$ cat src/rtl/fpacc_pkg.sv
package fpacc_pkg;

    parameter int FRAC_W = 38;
    parameter int EXP_W  = 9;
    parameter int WORD_W = 24;

    // fraction bits carried by the lower word
    localparam int LO_FRAC = FRAC_W - WORD_W;
    // working width: one headroom bit, the fraction, one guard bit
    localparam int EXT_W   = FRAC_W + 2;

    localparam logic [EXP_W-1:0] EXP_TOP  = '1;
    localparam logic [EXP_W-1:0] EXP_ZERO = '0;

    typedef logic [EXT_W-1:0]  ext_t;
    typedef logic [FRAC_W-1:0] frac_t;
    typedef logic [EXP_W-1:0]  expc_t;

    typedef enum logic [1:0] {
        OPC_LOAD  = 2'b00,
        OPC_STORE = 2'b01,
        OPC_ADD   = 2'b10,
        OPC_SUB   = 2'b11
    } opc_e;

    // mods[2] reverse, mods[1] no normalize, mods[0] no round / zero / clear
    typedef struct packed {
        logic reverse;
        logic no_norm;
        logic no_round;
    } mods_t;

    typedef struct packed {
        logic  ovf;
        frac_t frac;
        expc_t expc;
    } fpval_t;

    typedef struct packed {
        logic [WORD_W-1:0] hi;
        logic [WORD_W-1:0] lo;
    } fpword_t;

    typedef enum logic [2:0] {
        ST_IDLE,
        ST_ALIGN,
        ST_SUM,
        ST_NORM,
        ST_ROUND,
        ST_WRITE
    } eng_st_e;

    function automatic fpval_t unpack_words(input logic [WORD_W-1:0] hi,
                                            input logic [WORD_W-1:0] lo);
        fpval_t v;
        v.ovf  = lo[WORD_W-1];
        v.frac = {hi, lo[WORD_W-2 -: LO_FRAC]};
        v.expc = lo[EXP_W-1:0];
        return v;
    endfunction

    function automatic fpword_t pack_value(input fpval_t v);
        fpword_t w;
        w.hi = v.frac[FRAC_W-1 -: WORD_W];
        w.lo = {v.ovf, v.frac[LO_FRAC-1:0], v.expc};
        return w;
    endfunction

    function automatic ext_t widen(input frac_t f);
        return {f[FRAC_W-1], f, 1'b0};
    endfunction

    function automatic ext_t shr1(input ext_t x);
        return {x[EXT_W-1], x[EXT_W-1:1]};
    endfunction

    // fraction has left [-1,1): headroom and sign disagree
    function automatic logic spills(input ext_t x);
        return x[EXT_W-1] ^ x[EXT_W-2];
    endfunction

    function automatic logic is_normal(input ext_t x);
        return x[EXT_W-2] ^ x[EXT_W-3];
    endfunction

endpackage

$ cat src/rtl/fpacc_codec.sv
module fpacc_codec
    import fpacc_pkg::*;
(
    input  logic [WORD_W-1:0] in_hi,
    input  logic [WORD_W-1:0] in_lo,
    input  fpval_t            acc,
    output fpval_t            opnd,
    output fpword_t           acc_words
);

    assign opnd      = unpack_words(in_hi, in_lo);
    assign acc_words = pack_value(acc);

endmodule

$ cat src/rtl/fpacc_arith.sv
module fpacc_arith
    import fpacc_pkg::*;
(
    input  logic   clk,
    input  logic   rst,
    input  logic   go,
    input  logic   is_sub,
    input  mods_t  mods,
    input  fpval_t acc_in,
    input  fpval_t opnd_in,
    output logic   busy,
    output logic   res_valid,
    output fpval_t res
);

    eng_st_e state;
    ext_t    xa, xb, wv;
    expc_t   ea, eb, ew;
    logic    ovf_w;
    mods_t   mods_q;
    logic    sub_q;

    ext_t    sum_v, rnd_v;
    logic    ea_sat, ew_sat;
    expc_t   ea_up, ew_up;

    always_comb begin
        if (!sub_q)
            sum_v = xa + xb;
        else if (mods_q.reverse)
            sum_v = xb - xa;
        else
            sum_v = xa - xb;
        rnd_v  = wv + ext_t'(1);
        ea_sat = (ea == EXP_TOP);
        ew_sat = (ew == EXP_TOP);
        ea_up  = ea_sat ? ea : ea + 1'b1;
        ew_up  = ew_sat ? ew : ew + 1'b1;
    end

    always_ff @(posedge clk) begin
        if (rst) begin
            state  <= ST_IDLE;
            xa     <= '0;
            xb     <= '0;
            wv     <= '0;
            ea     <= '0;
            eb     <= '0;
            ew     <= '0;
            ovf_w  <= 1'b0;
            mods_q <= '0;
            sub_q  <= 1'b0;
        end else begin
            case (state)
                ST_IDLE: begin
                    if (go) begin
                        xa     <= widen(acc_in.frac);
                        xb     <= widen(opnd_in.frac);
                        ea     <= acc_in.expc;
                        eb     <= opnd_in.expc;
                        ovf_w  <= acc_in.ovf | opnd_in.ovf;
                        mods_q <= mods;
                        sub_q  <= is_sub;
                        state  <= ST_ALIGN;
                    end
                end
                ST_ALIGN: begin
                    if (ea == eb) begin
                        state <= ST_SUM;
                    end else if (ea > eb) begin
                        xb <= shr1(xb);
                        eb <= eb + 1'b1;
                    end else begin
                        xa <= shr1(xa);
                        ea <= ea + 1'b1;
                    end
                end
                ST_SUM: begin
                    if (spills(sum_v)) begin
                        wv <= shr1(sum_v);
                        ew <= ea_up;
                        if (ea_sat)
                            ovf_w <= 1'b1;
                    end else begin
                        wv <= sum_v;
                        ew <= ea;
                    end
                    state <= ST_NORM;
                end
                ST_NORM: begin
                    if (mods_q.no_norm || is_normal(wv) || ew == EXP_ZERO) begin
                        state <= ST_ROUND;
                    end else begin
                        wv <= wv << 1;
                        ew <= ew - 1'b1;
                    end
                end
                ST_ROUND: begin
                    if (!mods_q.no_round) begin
                        if (spills(rnd_v)) begin
                            wv <= shr1(rnd_v);
                            ew <= ew_up;
                            if (ew_sat)
                                ovf_w <= 1'b1;
                        end else begin
                            wv <= rnd_v;
                        end
                    end
                    state <= ST_WRITE;
                end
                ST_WRITE: state <= ST_IDLE;
                default:  state <= ST_IDLE;
            endcase
        end
    end

    always_comb begin
        busy      = (state != ST_IDLE);
        res_valid = (state == ST_WRITE);
        res.ovf   = ovf_w;
        res.expc  = ew;
        res.frac  = (ew == EXP_ZERO) ? '0 : wv[EXT_W-2:1];
    end

endmodule

$ cat src/rtl/fpacc_unit.sv
module fpacc_unit
    import fpacc_pkg::*;
(
    input  logic              clk,
    input  logic              rst,
    input  logic              start,
    input  logic [1:0]        opc,
    input  logic [2:0]        mods,
    input  logic [WORD_W-1:0] in_hi,
    input  logic [WORD_W-1:0] in_lo,
    output logic              busy,
    output logic              done,
    output logic [WORD_W-1:0] out_hi,
    output logic [WORD_W-1:0] out_lo,
    output logic              ovf_pulse
);

    fpval_t  acc_q;
    fpval_t  opnd;
    fpval_t  res;
    fpword_t acc_words;
    fpword_t out_q;
    logic    done_q, pulse_q;
    logic    eng_busy, res_valid, accept, go;
    mods_t   mods_s;
    opc_e    opc_s;

    assign mods_s = mods_t'(mods);
    assign opc_s  = opc_e'(opc);
    assign accept = start && !eng_busy;
    assign go     = accept && opc[1];

    fpacc_codec i_codec (
        .in_hi     (in_hi),
        .in_lo     (in_lo),
        .acc       (acc_q),
        .opnd      (opnd),
        .acc_words (acc_words)
    );

    fpacc_arith i_arith (
        .clk       (clk),
        .rst       (rst),
        .go        (go),
        .is_sub    (opc[0]),
        .mods      (mods_s),
        .acc_in    (acc_q),
        .opnd_in   (opnd),
        .busy      (eng_busy),
        .res_valid (res_valid),
        .res       (res)
    );

    always_ff @(posedge clk) begin
        if (rst) begin
            acc_q   <= '0;
            out_q   <= '0;
            done_q  <= 1'b0;
            pulse_q <= 1'b0;
        end else begin
            done_q  <= 1'b0;
            pulse_q <= 1'b0;
            if (res_valid) begin
                acc_q  <= res;
                done_q <= 1'b1;
            end else if (accept) begin
                case (opc_s)
                    OPC_LOAD: begin
                        acc_q  <= mods_s.no_round ? '0 : opnd;
                        done_q <= 1'b1;
                    end
                    OPC_STORE: begin
                        out_q   <= acc_words;
                        pulse_q <= acc_q.ovf;
                        if (mods_s.no_round)
                            acc_q <= '0;
                        done_q  <= 1'b1;
                    end
                    default: ;
                endcase
            end
        end
    end

    assign busy      = eng_busy;
    assign done      = done_q;
    assign out_hi    = out_q.hi;
    assign out_lo    = out_q.lo;
    assign ovf_pulse = pulse_q;

endmodule

$ cat config.mk
export PLATFORM = sky130hd
export DESIGN_NAME = fpacc_unit
export DESIGN_NICKNAME = d
export VERILOG_FILES = /design/src/rtl/fpacc_pkg.sv /design/src/rtl/fpacc_codec.sv /design/src/rtl/fpacc_arith.sv /design/src/rtl/fpacc_unit.sv
export SDC_FILE = /design/constraint.sdc
export NUM_CORES = 1
export LEC_CHECK = 0
export ABC_AREA = 1
export CAP_MARGIN = 0
export CORE_MARGIN = 2
export CORE_UTILIZATION = 30
export CTS_CLUSTER_SIZE = 25
export DETAILED_ROUTE_END_ITERATION = 6
export PLACE_DENSITY_LB_ADDON = 0.1
export SETUP_SLACK_MARGIN = 0.4
export SYNTH_ARGS = -nofsm -noshare
export SYNTH_HDL_FRONTEND = slang
export SYNTH_HIERARCHICAL = 1
export SYNTH_SLANG_ARGS = --single-unit
$ cat constraint.sdc
create_clock -name clk -period 3.37 [get_ports clk]
set_input_delay 0.674 -clock clk [delete_from_list [all_inputs] [get_ports clk]]
set_output_delay 0.674 -clock clk [all_outputs]
set_load 0.005 [all_outputs]
**After elaboration in Yosys (flattened, before gate mapping)**

Index checks and enable logic that the tools add are counted.

- Mux-type cells: 50
- Eq/ne operators: 23
- $lt $le $gt $ge: 1
- Add/sub/neg operators: 8
- Bitwise gates (word level): 8
- Reduce and logical (&&, ||, !) cells: 26

Operator list:

| operator | number |
|---|---|
| $mux W40 | 8 |
| $mux W48 | 4 |
| $pmux W40 S2 | 2 |
| $mux W39 | 4 |
| $pmux W40 S3 | 1 |
| $mux W9 | 12 |
| $pmux W48 S2 | 1 |
| $sub A40 B40 Y40 | 2 |
| $add A40 B1 Y40 const B | 1 |
| $add A40 B40 Y40 | 1 |
| $mux W38 | 1 |
| $pmux W9 S2 | 2 |
| $add A9 B1 Y9 const B | 3 |
| $pmux W9 S3 | 1 |
| $eq A9 B9 Y1 const B | 2 |
| $pmux W3 S5 | 1 |
| $reduce_and A3 Y1 | 5 |
| $ne A2 B1 Y1 const B | 7 |
| $ne A2 B2 Y1 const B | 6 |
| $reduce_bool A3 Y1 | 4 |
| $eq A9 B9 Y1 | 1 |
| $gt A9 B9 Y1 | 1 |
| $logic_not A9 Y1 | 1 |
| $mux W1 | 9 |
| other kinds (23) | 36 |

- Output and inout bits: 51
- Word-level logic and storage cells: 137
- Flip-flop bits (word level): 253

**Logic depth before layout (Yosys ltp)**

Gate-level depths: netlist of run 1.

- Word-level depth: 6
- Mapped depth: 30
- Depth with buffers taken out: 28

**Cells and area by module**

Netlist of run 1, hierarchy kept.

By module, submodules not included:

| module | area each (sq um) | times used | cells each |
|---|---|---|---|
| fpacc_arith | 18373.9 | 1 | 3280 |
| fpacc_unit | 4429.2 | 1 | 690 |
| fpacc_codec | 720.7 | 1 | 96 |

**Least setup slack after synthesis of run 1**

Ideal clock, no wire load.

- Path type: flip-flop to flip-flop
- Start: register i_arith.xa[8]
- End: register i_arith.wv[28]
- Stages on the path, launching flop included: 24
- Slack: -0.015 ns
- Required time: 3.248 ns
- Buffers on the path: 3
- Clock period less this slack: 3.385 ns
- Library setup time: 0.122 ns
- Arrival: 3.263 ns
- Cell sequence: dfxtp_1 > inv_1 > ha_1 > buf_4 > nand2_1 > nor2_1 > nand2_1 > inv_2 > nand2_1 > nand3_1 > nand2_1 > o21ai_0 > nand2_1 > o2111ai_1 > nand2_1 > nand2_1 > xor2_1 > ha_1 > inv_1 > clkbuf_1 > clkbuf_1 > nand2_1 > nand3_1 > a21oi_2

- Word-level cells in the longest chain between the ends: 6

Ends and longest elaborated chain:

| element | RTL line | source |
|---|---|---|
| from (decl) | fpacc_arith.sv:17 | `ext_t xa, xb, wv;` |
| from (signal assigned) | fpacc_arith.sv:57 | `xa <= widen(acc_in.frac);` |
| from (signal assigned) | fpacc_arith.sv:74 | `xa <= shr1(xa);` |
| $sub A40 B40 Y40 (on tied branches) | fpacc_arith.sv:33, fpacc_arith.sv:31 |  |
| $mux W40 | fpacc_arith.sv:30 | `else if (mods_q.reverse)` |
| $mux W40 * | fpacc_arith.sv:28 | `if (!sub_q)` |
| $xor A1 B1 Y1 | fpacc_pkg.sv:79 | `return x[EXT_W-1] ^ x[EXT_W-2];` |
| $mux W39 * | fpacc_arith.sv:79 | `if (spills(sum_v)) begin` |
| $pmux W40 S3 * | fpacc_arith.sv:54 | `case (state)` |
| to (signal assigned) | fpacc_arith.sv:80 | `wv <= shr1(sum_v);` |
| to (signal assigned) | fpacc_arith.sv:85 | `wv <= sum_v;` |
| to (signal assigned) | fpacc_arith.sv:94 | `wv <= wv << 1;` |
| to (decl) | fpacc_arith.sv:17 |  |

Mark *: on every way between the ends. The rest lies on a longest branch, timed or not.
A chain may end at the register's enable or synchronous reset.

**Worst setup path in the final report of run 1**

- Start: register i_arith.xb[0]
- End: register i_arith.wv[3]

- Word-level cells in the longest chain between the ends: 6

Ends and longest elaborated chain:

| element | RTL line | source |
|---|---|---|
| from (decl) | fpacc_arith.sv:17 |  |
| from (signal assigned) | fpacc_arith.sv:58 | `xb <= widen(opnd_in.frac);` |
| from (signal assigned) | fpacc_arith.sv:71 | `xb <= shr1(xb);` |
| $sub A40 B40 Y40 (on tied branches) | fpacc_arith.sv:33, fpacc_arith.sv:31 |  |
| $mux W40 | fpacc_arith.sv:30 |  |
| $mux W40 * | fpacc_arith.sv:28 |  |
| $xor A1 B1 Y1 | fpacc_pkg.sv:79 |  |
| $mux W39 * | fpacc_arith.sv:79 |  |
| $pmux W40 S3 * | fpacc_arith.sv:54 |  |

Marked as above.

==> results_dict.tcl, run 1 <==
set metrics [dict create \
    status "complete, but fails checks" \
    failed_checks "negative setup slack" \
    synth_top_area_cell "dfxtp_1" \
    clockBufferDepth 3 \
    power_uw 23100 \
    syn_area_per_cell_um2 5.79 \
    fin_ws_ns -0.00862 \
    placed_area_um2 27900 \
    rows 102 \
    drive_gt1_frac 0.192 \
    hold_viol_final 0 \
    yosys-top-cells-count "nand2_1, nor2_1, inv_1, o21ai_0, dfxtp_1" \
    maxSlewViolCount 0 \
    pwr-share-clk 0.169 \
    dieArea_um2 80700 \
    postLayoutCoreUtil 0.393 \
    detail_route.vias_per_cell 4.90 \
    clkLatencyLatePin_ns 0.60 \
    whs_ns 0.475 \
    gr-usage-all-layers 0.271 \
    portBuffers 106 \
    ctsHtreeMaxLevel 2 \
    setup_violations 3 \
    final_nets 4613 \
    drt-initial-drc-count 2141 \
    fillers 8841 \
    vias 26800 \
    post-route-min-period_ns 3.38 \
    wl_per_cell_um 20.6 \
    hp-class "flop to flop" \
    crit_required_ns 3.86 \
    start_kind "flop" \
    crit_path_end_kind "flop" \
    cts_buffers 36 \
    fmax_ghz 0.296 \
    drtPass1Iterations 6 \
    ios 107 \
    cts_tree "done" \
    syn_nets 4270 \
    antenna_found_initial 2 \
    cts_root_buffer "clkbuf_16" \
    irDropWorstVdd_mv 0.357 \
    p_seq_frac 0.165 \
    yosysMostFrequentCell "nand2_1" \
    overflow 0 \
    fin_crit_sh 1.00 \
    crit_chain "buf_4, ha_4, fa_2, inv_2, nand2_2, nand3_4, nand2_2, nand2_2, nand2_2, o21ai_2, nand2_1, o2111ai_2, nand2_1, nand2_2, xor2_4, ha_4, buf_4, buf_8, buf_12, nand2_1, nand3_2, a221oi_2" \
    worstPathArrival_ns 3.87 \
    critPathKind "flop to flop" \
    synth_top_area_share 0.215 \
    p_int_uw 11800 \
    tns_ns -0.0151 \
    synth_cell_type_count 56 \
    ant_nets 0 \
    gp_congestion 0.997 \
    met2_length_um 49200 \
    core_um2 77600 \
    synth-seq-area-share 0.215 \
    synth_edf_count 0 \
    grt_first_pass_wirelength_um 166000 \
    slowest_stage "fa_2" \
    skew_ns 0.0388 \
    cts_hold_buf 0 \
    grt_pass1_vias 25600 \
    crit_top_cell "nand2_2" \
    path_clk_slew_ns 0.06 \
    area_delta_synth_final_pct 29.7 \
    die_h_um 284 \
    cp_max_fo 7 \
    route.detailed.drc 0 \
    grt_max_degree 157 \
    ys.flop_type "dfxtp_1" \
    netlist_area_um2 23500 \
    die_x_um 284 \
    critPathMaxStageDelay_ns 0.37 \
    dp_hpwl_um 91100 \
    initial_core_util 0.303 \
    syn_inst 4066 \
    worst_slew_pin_slew_ns 0.874 \
    design_area_um2 30500 \
    synthTopCellsByArea "dfxtp_1, nand2_1, nor2_1" \
    wl_met1_um 54500 \
    wl_met3_um 6200 \
    combPwrFrac 0.666 \
    cts_sinks 253 \
    yosys_warnings 6 \
    rsz0062_at_grt "yes" \
    relSlewSlack 0.417 \
    maxCapViolCount 0 \
    critical_path.top_delay_family "simple AND/OR/NAND/NOR gates" \
    drt-total-wl_um 113000 \
    netSwitchingPower_uw 11300 \
    p_leak_uw 0.0144 \
    synth_seq_cells 253 \
    switching_share 0.490 \
    async_reset_ff_frac 0 \
    topRoutingLayerUsed "met5" \
    p_per_area_nw_per_um2 758 \
    critPathBufInv 5 \
]
-- power by group through the flow --
stage / registers (µW) / logic, µW / clock network (µW)
floorplan: 3760 / 7290 / 0
global placement: 3840 / 13300 / 0
detailed placement: 3840 / 13200 / 0
CTS: 3790 / 13900 / 4010
global route: 3870 / 16700 / 4110
finish: 3820 / 15400 / 3910
-- state kept, by name, indices dropped and copies added, names as in the netlist --
name / flops
i_arith/wv: 40
ovf_pulse: 1
i_arith/state: 3
i_arith/ea: 9
out_lo: 24
out_hi: 24
done: 1
i_arith/xa: 40
i_arith/sub_q: 1
i_arith/xb: 40
i_arith/ovf_w: 1
i_arith/ew: 9
i_arith/mods_q: 3
i_arith/eb: 9
acc_q: 48
-- logic make-up after synthesis --
logic type / count (synthesis) / synth area share
buffers and inverters: 787 / 0.149
multiplexers: 1 / 0.000426
AND/OR/NAND/NOR: 2091 / 0.365
XOR/XNOR: 67 / 0.0249
flip-flops: 253 / 0.215
adder cells (fa/ha/maj): 148 / 0.0800
AO/OA/AOI/OAI: 719 / 0.166
-- final timing paths --
check | from | to | slack, ns | depth (start not counted)
max reg2reg | i_arith/xb[0] | i_arith/wv[3] | -0.009 | 22
min reg2reg | i_arith/mods_q[1] | i_arith/mods_q[1] | 0.47 | 2
max | i_arith/xb[0] | i_arith/wv[3] | -0.009 | 22
min | i_arith/mods_q[1] | i_arith/mods_q[1] | 0.47 | 2
-- worst min-delay path: cells and delay by family, from the launching register on --
kind,cells,cell delay [ns]
compound gates,1,0.05
flops,1,0.31
simple gates,1,0.06
-- layout by cell type, fill, tap and decap left out, types with 39 or more instances in the layout --
cell	count
a21oi_1	206
buf_4	445
clkbuf_16	39
clkdlybuf4s50_1	106
dfxtp_1	230
ha_1	108
inv_1	469
nand2_1	1119
nand2_2	51
nand3_1	221
nor2_1	490
nor3_1	49
o21ai_0	320
xor2_1	62
-- area by class of cell --
cell class / count / area (µm²) / area share
timing repair buffer: 578 / 4880 / 0.160
multi-input combinational: 3026 / 16100 / 0.527
clock inverter: 15 / 205 / 0.00673
inverter: 514 / 1950 / 0.0640
antenna: 2 / 5.00 / 0.000164
clock buffer: 43 / 977 / 0.0320
sequential: 253 / 5100 / 0.167
tap: 1040 / 1300 / 0.0427
-- repair_timing --
item,in CTS,in global routing
pin swaps,23,41
resized for setup,92,188
gates cloned,1,5
setup buffers,15,16
setup endpoints to repair,49,49
-- metal layers --
metal	track usage	vias up
li1	-	13500
met2	0.431	718
met1	0.382	12400
met5	0	-
met3	0.0367	107
met4	0.0713	2
-- stage by stage --
stage	std cells	setup slack, ns
floorplan	4066	0.380
global placement	5374	-0.0686
detailed placement	5374	-0.130
CTS	5448	0.0864
global route	5469	-0.163
finish	5471	-0.00862
Note: power is estimated with default switching activity, not from simulation.
==> inputs of run 2 (changes only) <==
Settings changed: CAP_MARGIN 0 to not set.
==> results of run 2 <==
Same layout as run 1: the final DEF is identical, and so are final timing and power.
